## config.mk

```make
export PLATFORM = sky130hd
export DESIGN_NAME = mcf_filter
export DESIGN_NICKNAME = d
export VERILOG_FILES = /design/src/rtl/mcf_pkg.sv /design/src/rtl/mcf_crc32.sv /design/src/rtl/mcf_hash_table.sv /design/src/rtl/mcf_classify.sv /design/src/rtl/mcf_filter.sv
export SDC_FILE = /design/constraint.sdc
export NUM_CORES = 1
export LEC_CHECK = 0
export BUFFER_PORTS_ARGS = -buffer_cell sky130_fd_sc_hd__buf_2
export CAP_MARGIN = 15
export CORE_MARGIN = 3
export CORE_UTILIZATION = 44
export CTS_CLUSTER_SIZE = 10
export DETAILED_ROUTE_END_ITERATION = 12
export PLACE_DENSITY = 0.73
export SYNTH_ARGS = -nofsm -noshare
export SYNTH_HDL_FRONTEND = slang
export SYNTH_SLANG_ARGS = --single-unit
export TNS_END_PERCENT = 20
```

## constraint.sdc

```tcl
create_clock -name clk_i -period 3.43 [get_ports clk_i]
set_input_delay 0.1715 -clock clk_i [delete_from_list [all_inputs] [get_ports clk_i]]
set_output_delay 0.1715 -clock clk_i [all_outputs]
set_load 0.005 [all_outputs]
```

## src/rtl/mcf_pkg.sv

```systemverilog
package mcf_pkg;
  localparam int unsigned ADDR_W     = 48;
  localparam int unsigned ADDR_BYTES = ADDR_W / 8;
  localparam logic [31:0] CRC_POLY   = 32'hEDB88320;

  function automatic logic [31:0] crc_step(input logic [31:0] c, input logic [7:0] d);
    logic [31:0] r;
    r = c ^ {24'd0, d};
    for (int i = 0; i < 8; i++) r = r[0] ? ((r >> 1) ^ CRC_POLY) : (r >> 1);
    return r;
  endfunction

  typedef struct packed {
    logic short_frame;
    logic promisc;
    logic bcast_drop;
    logic mcast_en;
    logic is_bcast;
    logic is_group;
    logic station_hit;
  } chk_ctx_t;
endpackage

```

## src/rtl/mcf_crc32.sv

```systemverilog
module mcf_crc32
  import mcf_pkg::*;
#(
  parameter int unsigned HASH_LSB = 2,
  parameter int unsigned IDX_W    = 6
) (
  input  logic              clk_i,
  input  logic              rst_ni,
  input  logic              start_i,
  input  logic [ADDR_W-1:0] data_i,
  output logic              busy_o,
  output logic              done_o,
  output logic [IDX_W-1:0]  idx_o
);
  localparam int unsigned CNT_W = $clog2(ADDR_BYTES + 1);

  logic [31:0]       crc_q;
  logic [ADDR_W-1:0] sh_q;
  logic [CNT_W-1:0]  cnt_q;
  logic              done_q;

  always_ff @(posedge clk_i or negedge rst_ni) begin
    if (!rst_ni) begin
      crc_q  <= '1;
      sh_q   <= '0;
      cnt_q  <= '0;
      done_q <= 1'b0;
    end else if (start_i) begin
      crc_q  <= '1;
      sh_q   <= data_i;
      cnt_q  <= CNT_W'(ADDR_BYTES);
      done_q <= 1'b0;
    end else if (cnt_q != '0) begin
      crc_q  <= crc_step(crc_q, sh_q[ADDR_W-1 -: 8]);  // first byte first
      sh_q   <= sh_q << 8;
      cnt_q  <= cnt_q - 1'b1;
      done_q <= (cnt_q == CNT_W'(1));
    end else begin
      done_q <= 1'b0;
    end
  end

  assign busy_o = (cnt_q != '0);
  assign done_o = done_q;
  assign idx_o  = crc_q[HASH_LSB +: IDX_W];

  AST_START_WHEN_IDLE: assert property (@(posedge clk_i) disable iff (!rst_ni)
    start_i |-> !busy_o);
  AST_DONE_ONE_CYCLE: assert property (@(posedge clk_i) disable iff (!rst_ni)
    done_o |=> !done_o);
endmodule

```

## src/rtl/mcf_hash_table.sv

```systemverilog
module mcf_hash_table
  import mcf_pkg::*;
#(
  parameter int unsigned ENTRIES  = 64,
  parameter int unsigned HASH_LSB = 2,
  parameter int unsigned LEN_W    = 16,
  localparam int unsigned IDX_W   = $clog2(ENTRIES)
) (
  input  logic              clk_i,
  input  logic              rst_ni,
  input  logic              load_start_i,
  input  logic [LEN_W-1:0]  load_bytes_i,
  input  logic              load_valid_i,
  input  logic [ADDR_W-1:0] load_addr_i,
  output logic              load_ready_o,
  input  logic [IDX_W-1:0]  lookup_idx_i,
  output logic              lookup_hit_o
);
  localparam int unsigned REM_W = $clog2(ENTRIES + 1);

  logic [ENTRIES-1:0] table_q;
  logic [REM_W-1:0]   rem_q, rem_load;
  logic [LEN_W-1:0]   quot;
  logic               flight_q, crc_start, crc_busy, crc_done;
  logic [IDX_W-1:0]   crc_idx;

  assign quot     = load_bytes_i / LEN_W'(ADDR_BYTES);
  assign rem_load = (quot > LEN_W'(ENTRIES)) ? REM_W'(ENTRIES) : REM_W'(quot);

  assign load_ready_o = (rem_q != '0) && !crc_busy;
  assign crc_start    = load_valid_i && load_ready_o && !load_start_i;

  mcf_crc32 #(.HASH_LSB(HASH_LSB), .IDX_W(IDX_W)) u_crc (
    .clk_i  (clk_i),
    .rst_ni (rst_ni),
    .start_i(crc_start),
    .data_i (load_addr_i),
    .busy_o (crc_busy),
    .done_o (crc_done),
    .idx_o  (crc_idx)
  );

  always_ff @(posedge clk_i or negedge rst_ni) begin
    if (!rst_ni) begin
      rem_q    <= '0;
      flight_q <= 1'b0;
    end else if (load_start_i) begin
      rem_q    <= rem_load;
      flight_q <= 1'b0;  // a hash from the old list is dropped
    end else if (crc_start) begin
      rem_q    <= rem_q - 1'b1;
      flight_q <= 1'b1;
    end else if (crc_done) begin
      flight_q <= 1'b0;
    end
  end

  for (genvar g = 0; g < ENTRIES; g++) begin : g_bit
    always_ff @(posedge clk_i or negedge rst_ni) begin
      if (!rst_ni)                                         table_q[g] <= 1'b0;
      else if (load_start_i)                               table_q[g] <= 1'b0;
      else if (crc_done && flight_q && crc_idx == IDX_W'(g)) table_q[g] <= 1'b1;
    end
  end

  assign lookup_hit_o = table_q[lookup_idx_i];

  AST_CLEAR_ON_LOAD: assert property (@(posedge clk_i) disable iff (!rst_ni)
    load_start_i |=> (table_q == '0));
  AST_EMPTY_LIST_STAYS: assert property (@(posedge clk_i) disable iff (!rst_ni)
    (rem_q == '0 && !load_start_i) |=> (rem_q == '0 && !load_ready_o));
endmodule

```

## src/rtl/mcf_classify.sv

```systemverilog
module mcf_classify
  import mcf_pkg::*;
#(
  parameter int unsigned HASH_LSB = 2,
  parameter int unsigned IDX_W    = 6,
  parameter int unsigned LEN_W    = 16
) (
  input  logic              clk_i,
  input  logic              rst_ni,
  input  logic              chk_req_i,
  input  logic [ADDR_W-1:0] chk_dst_i,
  input  logic [LEN_W-1:0]  chk_len_i,
  input  logic              cfg_promisc_i,
  input  logic              cfg_bcast_drop_i,
  input  logic              cfg_mcast_en_i,
  input  logic [ADDR_W-1:0] cfg_station_i,
  input  logic [LEN_W-1:0]  cfg_min_len_i,
  output logic [IDX_W-1:0]  lookup_idx_o,
  input  logic              lookup_hit_i,
  output logic              chk_ready_o,
  output logic              chk_valid_o,
  output logic              chk_accept_o,
  output logic              chk_group_o
);
  chk_ctx_t ctx_q;
  logic     crc_start, crc_busy, crc_done;
  logic     dec_acc, dec_grp;

  assign chk_ready_o = !crc_busy;
  assign crc_start   = chk_req_i && chk_ready_o;

  mcf_crc32 #(.HASH_LSB(HASH_LSB), .IDX_W(IDX_W)) u_crc (
    .clk_i  (clk_i),
    .rst_ni (rst_ni),
    .start_i(crc_start),
    .data_i (chk_dst_i),
    .busy_o (crc_busy),
    .done_o (crc_done),
    .idx_o  (lookup_idx_o)
  );

  always_ff @(posedge clk_i or negedge rst_ni) begin
    if (!rst_ni) begin
      ctx_q <= '0;
    end else if (crc_start) begin
      ctx_q.short_frame <= (chk_len_i < cfg_min_len_i);
      ctx_q.promisc     <= cfg_promisc_i;
      ctx_q.bcast_drop  <= cfg_bcast_drop_i;
      ctx_q.mcast_en    <= cfg_mcast_en_i;
      ctx_q.is_bcast    <= &chk_dst_i;
      ctx_q.is_group    <= chk_dst_i[ADDR_W-8];
      ctx_q.station_hit <= (chk_dst_i == cfg_station_i);
    end
  end

  // priority: length, promiscuous, broadcast, group, individual
  always_comb begin
    dec_acc = 1'b0;
    dec_grp = 1'b0;
    if (ctx_q.short_frame) begin
      dec_acc = 1'b0;
    end else if (ctx_q.promisc) begin
      dec_acc = 1'b1;
    end else if (ctx_q.is_bcast) begin
      dec_acc = !ctx_q.bcast_drop;
      dec_grp = !ctx_q.bcast_drop;
    end else if (ctx_q.is_group) begin
      dec_acc = ctx_q.mcast_en && lookup_hit_i;
      dec_grp = dec_acc;
    end else begin
      dec_acc = ctx_q.station_hit;
    end
  end

  always_ff @(posedge clk_i or negedge rst_ni) begin
    if (!rst_ni) begin
      chk_valid_o  <= 1'b0;
      chk_accept_o <= 1'b0;
      chk_group_o  <= 1'b0;
    end else begin
      chk_valid_o  <= crc_done;
      chk_accept_o <= crc_done && dec_acc;
      chk_group_o  <= crc_done && dec_grp;
    end
  end

  AST_SHORT_DROPPED: assert property (@(posedge clk_i) disable iff (!rst_ni)
    (crc_done && ctx_q.short_frame) |=> !chk_accept_o);
  AST_PROMISC_ALL: assert property (@(posedge clk_i) disable iff (!rst_ni)
    (crc_done && !ctx_q.short_frame && ctx_q.promisc) |=> (chk_accept_o && !chk_group_o));
  AST_BCAST_DROP: assert property (@(posedge clk_i) disable iff (!rst_ni)
    (crc_done && !ctx_q.short_frame && !ctx_q.promisc && ctx_q.is_bcast && ctx_q.bcast_drop)
      |=> !chk_accept_o);
  AST_GROUP_NEEDS_EN: assert property (@(posedge clk_i) disable iff (!rst_ni)
    (crc_done && ctx_q.is_group && !ctx_q.is_bcast && !ctx_q.promisc && !ctx_q.mcast_en)
      |=> !chk_accept_o);
  AST_BUSY_NOT_READY: assert property (@(posedge clk_i) disable iff (!rst_ni)
    crc_start |=> !chk_ready_o);
endmodule

```

## src/rtl/mcf_filter.sv

```systemverilog
module mcf_filter
  import mcf_pkg::*;
#(
  parameter int unsigned MAX_GROUPS = 64,
  parameter int unsigned HASH_LSB   = 2,
  parameter int unsigned LEN_W      = 16
) (
  input  logic              clk_i,
  input  logic              rst_ni,
  input  logic              load_start_i,
  input  logic [LEN_W-1:0]  load_bytes_i,
  input  logic              load_valid_i,
  input  logic [47:0]       load_addr_i,
  output logic              load_ready_o,
  input  logic              chk_req_i,
  input  logic [47:0]       chk_dst_i,
  input  logic [LEN_W-1:0]  chk_len_i,
  input  logic              cfg_promisc_i,
  input  logic              cfg_bcast_drop_i,
  input  logic              cfg_mcast_en_i,
  input  logic [47:0]       cfg_station_i,
  input  logic [LEN_W-1:0]  cfg_min_len_i,
  output logic              chk_ready_o,
  output logic              chk_valid_o,
  output logic              chk_accept_o,
  output logic              chk_group_o
);
  localparam int unsigned IDX_W = $clog2(MAX_GROUPS);

  logic [IDX_W-1:0] lookup_idx;
  logic             lookup_hit;

  mcf_hash_table #(.ENTRIES(MAX_GROUPS), .HASH_LSB(HASH_LSB), .LEN_W(LEN_W)) u_table (
    .clk_i        (clk_i),
    .rst_ni       (rst_ni),
    .load_start_i (load_start_i),
    .load_bytes_i (load_bytes_i),
    .load_valid_i (load_valid_i),
    .load_addr_i  (load_addr_i),
    .load_ready_o (load_ready_o),
    .lookup_idx_i (lookup_idx),
    .lookup_hit_o (lookup_hit)
  );

  mcf_classify #(.HASH_LSB(HASH_LSB), .IDX_W(IDX_W), .LEN_W(LEN_W)) u_classify (
    .clk_i            (clk_i),
    .rst_ni           (rst_ni),
    .chk_req_i        (chk_req_i),
    .chk_dst_i        (chk_dst_i),
    .chk_len_i        (chk_len_i),
    .cfg_promisc_i    (cfg_promisc_i),
    .cfg_bcast_drop_i (cfg_bcast_drop_i),
    .cfg_mcast_en_i   (cfg_mcast_en_i),
    .cfg_station_i    (cfg_station_i),
    .cfg_min_len_i    (cfg_min_len_i),
    .lookup_idx_o     (lookup_idx),
    .lookup_hit_i     (lookup_hit),
    .chk_ready_o      (chk_ready_o),
    .chk_valid_o      (chk_valid_o),
    .chk_accept_o     (chk_accept_o),
    .chk_group_o      (chk_group_o)
  );

  AST_VALID_PULSE: assert property (@(posedge clk_i) disable iff (!rst_ni)
    chk_valid_o |=> !chk_valid_o);
  AST_FLAGS_ONLY_ON_VALID: assert property (@(posedge clk_i) disable iff (!rst_ni)
    !chk_valid_o |-> (!chk_accept_o && !chk_group_o));
  AST_GROUP_IMPLIES_ACCEPT: assert property (@(posedge clk_i) disable iff (!rst_ni)
    chk_group_o |-> chk_accept_o);
endmodule

```

## After elaboration in Yosys (flattened, before gate mapping)

Cells that the tools add are included.

- Flip-flop bits (word level): 250
- Output and inout port bits: 5
- Logic and storage cells: 500

- Add/sub/neg operators: 3
- Div/mod/pow operators: 1
- Magnitude comparators: 3
- Eq/ne operators: 66
- Multiplexer cells: 176
- Bitwise gates (word level): 18
- Reductions and logical operators: 149

Operators with widths:

| kind | number |
|---|---|
| $mux W32 | 20 |
| $not A13 Y14 | 16 |
| $eq A6 B6 Y1 const B | 32 |
| $mux W48 | 4 |
| $mux W1 | 144 |
| $reduce_bool A2 Y1 | 67 |
| $eq A6 B5 Y1 const B | 16 |
| $logic_and A1 B1 Y1 | 72 |
| $xor A32 B8 Y32 | 2 |
| $eq A48 B48 Y1 | 1 |
| $eq A6 B4 Y1 const B | 8 |
| $reduce_and A48 Y1 | 1 |
| $eq A6 B3 Y1 const B | 4 |
| $mux W7 | 3 |
| $div A16 B3 Y16 const B | 1 |
| $gt A16 B7 Y1 const B | 1 |
| $lt A16 B16 Y1 | 1 |
| $eq A6 B2 Y1 const B | 2 |
| $mux W3 | 4 |
| $reduce_bool A3 Y1 | 3 |
| $lt A6 B7 Y1 const B | 1 |
| $reduce_bool A7 Y1 | 1 |
| $sub A7 B1 Y7 const B | 1 |
| $bmux W1 S6 | 1 |
| 5 further kinds | 10 |

## Longest topological paths before layout

- Word-level depth: 19
- Mapped depth: 13
- Depth with buffers taken out: 13

## Modules after synthesis

From an unflattened synthesis, not the netlist that was laid out.

- Cells, all modules: 1,502
- Area, all modules: 14,792.9 µm²

Modules (own cells, without submodules):

| module | times used | cells each | area each (µm²) |
|---|---|---|---|
| mcf_hash_table | 1 | 490 | 4,520.6 |
| mcf_crc32 (u_classify.u_crc) | 1 | 422 | 4,451.8 |
| mcf_crc32 (u_table.u_crc) | 1 | 413 | 4,415.5 |
| mcf_classify | 1 | 177 | 1,405.1 |

## Worst setup path before layout

Ideal clock, no wire load.

- Path type: register -> register
- Start point: reg u_classify.u_crc.crc_q[2]
- End point: reg u_classify.chk_accept_o
- Arrival time: 3.425 ns
- Data required time: 3.312 ns
- Path slack: -0.113 ns
- Cell stages (with the launch flop): 10
- Path buffers: 2
- Clock period less this slack: 3.543 ns
- Cells stage by stage: dfstp_2 > clkbuf_1 > buf_1 > mux4_2 > mux4_2 > mux4_2 > a31oi_1 > o21ai_0 > a21oi_1 > nor2_1

- Longest elaborated chain between the ends: 8

Ends and longest elaborated chain:

| element | RTL line | text |
|---|---|---|
| start: declaration | mcf_crc32.sv:17 | `logic [31:0] crc_q;` |
| start signal: assignment | mcf_crc32.sv:34 | `crc_q <= crc_step(crc_q, sh_q[ADDR_W-1 -: 8]);` |
| $bmux W1 S6 | mcf_hash_table.sv:66 | `assign lookup_hit_o = table_q[lookup_idx_i];` |
| $mux W1 (not written as such) | mcf_hash_table.sv:66 |  |
| $logic_and A1 B1 Y1 | mcf_classify.sv:68 | `dec_acc = ctx_q.mcast_en && lookup_hit_i;` |
| $mux W1 | mcf_classify.sv:67 | `end else if (ctx_q.is_group) begin` |
| $mux W1 | mcf_classify.sv:64 | `end else if (ctx_q.is_bcast) begin` |
| $mux W1 | mcf_classify.sv:62 | `end else if (ctx_q.promisc) begin` |
| $mux W1 | mcf_classify.sv:60 | `if (ctx_q.short_frame) begin` |
| $logic_and A1 B1 Y1 | mcf_classify.sv:82 | `chk_accept_o <= crc_done && dec_acc;` |
| end signal: assignment | mcf_classify.sv:82 |  |
| end: declaration | mcf_classify.sv:22 | `output logic chk_accept_o,` |

Every way passes these cells. The select of a mux whose other input is x is not followed.
A chain may end at the register's enable or synchronous reset.

## Worst setup path in the final report

- Start point: in load_bytes_i[12]
- End point: reg u_table.rem_q[1]

- Longest elaborated chain between the ends: 4

Ends and longest elaborated chain:

| element | RTL line | text |
|---|---|---|
| start: declaration | mcf_filter.sv:11 | `input logic [LEN_W-1:0] load_bytes_i,` |
| $div A16 B3 Y16 * | mcf_hash_table.sv:27 | `assign quot = load_bytes_i / LEN_W'(ADDR_BYTES);` |
| $gt A16 B7 Y1 | mcf_hash_table.sv:28 | `assign rem_load = (quot > LEN_W'(ENTRIES)) ? REM_W'(ENTRIES) : REM_W'(quot);` |
| $mux W7 * | mcf_hash_table.sv:28 |  |
| $mux W7 * | mcf_hash_table.sv:47 | `end else if (load_start_i) begin` |
| end signal: assignment | mcf_hash_table.sv:48 | `rem_q <= rem_load;` |
| end signal: assignment | mcf_hash_table.sv:51 | `rem_q <= rem_q - 1'b1;` |
| end: declaration | mcf_hash_table.sv:22 | `logic [REM_W-1:0] rem_q, rem_load;` |

Every way passes the cells marked *; elsewhere a longest branch is shown, timed or not.

==> run metrics <==
Logic pwr share=0.538; Non-Filler Instances=2138; switching power=6.73 mW; R2R Path Start=u_classify.u_crc.crc_q[2]; Distinct cells, synth=76; Crit path buffers/inverters=2; WP data required=3870 ps; drt drc=0; overall power=17.1 mW; Maximum Capacitance Violations=0; Critical Path Start=load_bytes_i[12]; WL final=36700 um; Mapped Nets=1683; worst flop-to-flop path endpoint=u_classify.chk_accept_o; Post-Synthesis Cell Area=14000 um2; switching share of total power=0.394; Placed Instances=2004; core area=31000 um2; final-stage net count=1942; DIE WIDTH=185 um; top cell type's share of synthesized area=0.332; area of placed instances=15500 um2; grt total ovfl=0; HPWL after detailed placement=24300 um; pre-CTS setup slack=-162 ps; vias in the first global route=11800; top_reg_cell synth=dfrtp_1; Crit Path Category=in2reg; post-route minimum period=3060 ps; first-pass GRT wire length=59000 um; antenna violations before repair=1; Vias=11800; # rows=64; Slew HR=0.229; Max Fclk=326 MHz; Hold Path Class=in2reg; leakage power=7.71 nW; Setup Skew=22.7 ps; P_int=10.4 mW; Yosys reg bits=250; Worst VDD drop=0.731 mV; status=complete, no violations; pwr dens=996 nW/um2; Setup Buffers After CTS=0; R2R depth=8; Root Buffer=clkbuf_16; CP Launch Type=input port; WP depth=14; Post-Syn Area per Cell=9.60 um2; Layout area overhead=22.4%; post-synthesis cell count=1460; warning count from the yosys run=0; Ports=205; Worst path most repeated cell=o21ai_0; most numerous cell in the Yosys netlist=nand2_1; largest cells by area after synthesis=dfrtp_1, dfstp_2, xnor2_1, nand2_1, xor2_1; Setup crit end=u_table.rem_q[1]; Starting DRT DRC Count=923; Crit Path Max Fanout=9; wire length per cell=17.2 um; Post-synth top cells=nand2_1, dfrtp_1, xnor2_1; Core Util, Final=0.554; Hold Fails Final Rpt=0; Crit path largest cell delay=530 ps; Initial DRT Pass Iterations=6; Crit path arrival time=3500 ps; Setup Viol. Count Final=0; Clock power frac=0.165; PortBufs=203; H-Tree Depth=1; CTS tree=yes; DIE AREA=34000 um2; async set-reset flop share out of synthesis=1.00; Initial Util=0.452; Final period util=0.893; CTS buffer count=29; CP Cell Sequence=buf_2 -> buf_4 -> nor3b_1 -> o31ai_1 -> o22ai_1 -> o21ai_0 -> a21oi_1 -> nor3_4 -> nor3_1 -> or4_4 -> o31ai_4 -> o21ai_0 -> or3_1 -> o211a_1; GRT Total Usage=0.208; drt via density=5.52; EDFF count, synth=0; Die H=185 um; Reg clk slew, reported paths=50 ps; unrepaired setup endpoints after global routing=no; Detail Route Antenna Nets=0; Sink Count=250; design area=17200 um2; Worst-Skew Late Latency=550 ps; Seq/Total Area, Yosys=0.452; CP Capture Type=register; setup ws final=367 ps; slowest cell on the critical path=or4_4; diode count=0; delay-heaviest family, CP=compound AO/OA/AOI/OAI gates; CTS max path bufs=3; sequential power share=0.298; Pins Over Slew Limit=0; GPL Wtd Cong=0.889; layout cells sized above 1=0.219; dominant cell type by area after synthesis=dfrtp_1; Reg2Reg Setup Slack=410 ps; pin count of the biggest net entering global routing=109; Slew @ Worst Pin=1150 ps
-- cell type report --
class | instances | area [um2]
multi-input cells | 1088 | 7230
clock buffers | 53 | 836
repair buffers | 315 | 2110
inverters | 35 | 131
flip-flops and latches | 250 | 6340
well taps | 396 | 495
fillers | 2632 | 13800
clock inverters | 1 | 20.0
-- flip-flops by register name, indices dropped and copies added, names as in the netlist, 3 cells and up --
register	flops
u_classify.u_crc.crc_q	32
u_table.rem_q	7
u_classify.u_crc.sh_q	48
u_table.table_q	64
u_table.u_crc.sh_q	48
u_classify.u_crc.cnt_q	3
u_table.u_crc.crc_q	32
u_table.u_crc.cnt_q	3
u_classify.ctx_q	7
-- worst min-delay path, cell delays in order --
cell and delay [ps]:
buf_2 110, mux2i_1 70, o21ai_0 160
-- cells by family after synthesis --
logic type / Yosys count / share of synthesized area
and+or+nand+nor: 466 / 0.152
AOI/OAI and AO/OA: 319 / 0.141
DFF: 250 / 0.452
adders and majority gates: 23 / 0.0205
muxes: 77 / 0.0743
xor gates and xnor gates: 203 / 0.127
buffers and inverters: 122 / 0.0340
-- routing by layer --
layer | up-vias | routed length, um | global-route usage
met5 | - | 13 | 0
met4 | 2 | 868 | 0.0529
met3 | 67 | 1880 | 0.0339
met2 | 379 | 18100 | 0.356
met1 | 5729 | 15900 | 0.278
li1 | 5628 | - | -
-- worst min path at each step --
stage / start / endpoint / slack [ps] / cells after the start
after CTS: chk_dst_i[38] / u_classify.u_crc.sh_q[38] / 0.4 / 3
after global placement: rst_ni / u_classify.u_crc.cnt_q[2] / 290 / 1
after detailed placement: rst_ni / u_classify.u_crc.cnt_q[1] / 290 / 1
after floorplan: rst_ni / u_classify.chk_accept_o / -120 / 0
final: chk_dst_i[22] / u_classify.u_crc.sh_q[22] / 20 / 3
after global routing: chk_dst_i[22] / u_classify.u_crc.sh_q[22] / 10 / 3
-- metrics by stage --
step                setup TNS [ps]  hold WS (ps)
floorplan                        0          -124
global placement                 0           287
detailed placement            -281           291
CTS                              0         0.363
global route                     0          11.5
finish                           0          16.4
-- placed cells by master (no fill, tap or decap), types with 22 or more instances in the layout --
| cell type | netlist | final |
|---|---|---|
| o21ai_0 | 73 | 73 |
| a22oi_1 | 36 | 36 |
| nor3_1 | 57 | 57 |
| buf_4 | 2 | 30 |
| xnor2_1 | 125 | 125 |
| dfrtp_1 | 186 | 186 |
| clkbuf_1 | 70 | 22 |
| clkbuf_16 | 0 | 29 |
| xor2_1 | 78 | 78 |
| ha_1 | 23 | 23 |
| o211ai_1 | 24 | 24 |
| nor2_1 | 117 | 115 |
| dlygate4sd3_1 | 0 | 80 |
| inv_1 | 34 | 34 |
| nand2_1 | 191 | 191 |
| mux2i_1 | 51 | 51 |
| buf_2 | 3 | 201 |
| dfstp_2 | 64 | 64 |
| a21oi_1 | 122 | 122 |
-- power by group through the flow --
stage | Combinational, mW | Clock (mW) | Sequential [mW]
floorplan | 7.52 | 0 | 4.79
global placement | 8.79 | 0 | 5.08
detailed placement | 9.05 | 0 | 5.12
CTS | 9.22 | 2.87 | 5.08
global route | 10.2 | 3.00 | 5.20
finish | 9.19 | 2.81 | 5.08
-- repair_timing --
| item | 4_1_cts | 5_1_grt |
|---|---|---|
| hold endpoints to repair | 159 | 0 |
| hold buffers | 80 | 0 |
| resized for setup | 0 | 0 |
No activity file was read; power rests on OpenSTA's default activity.
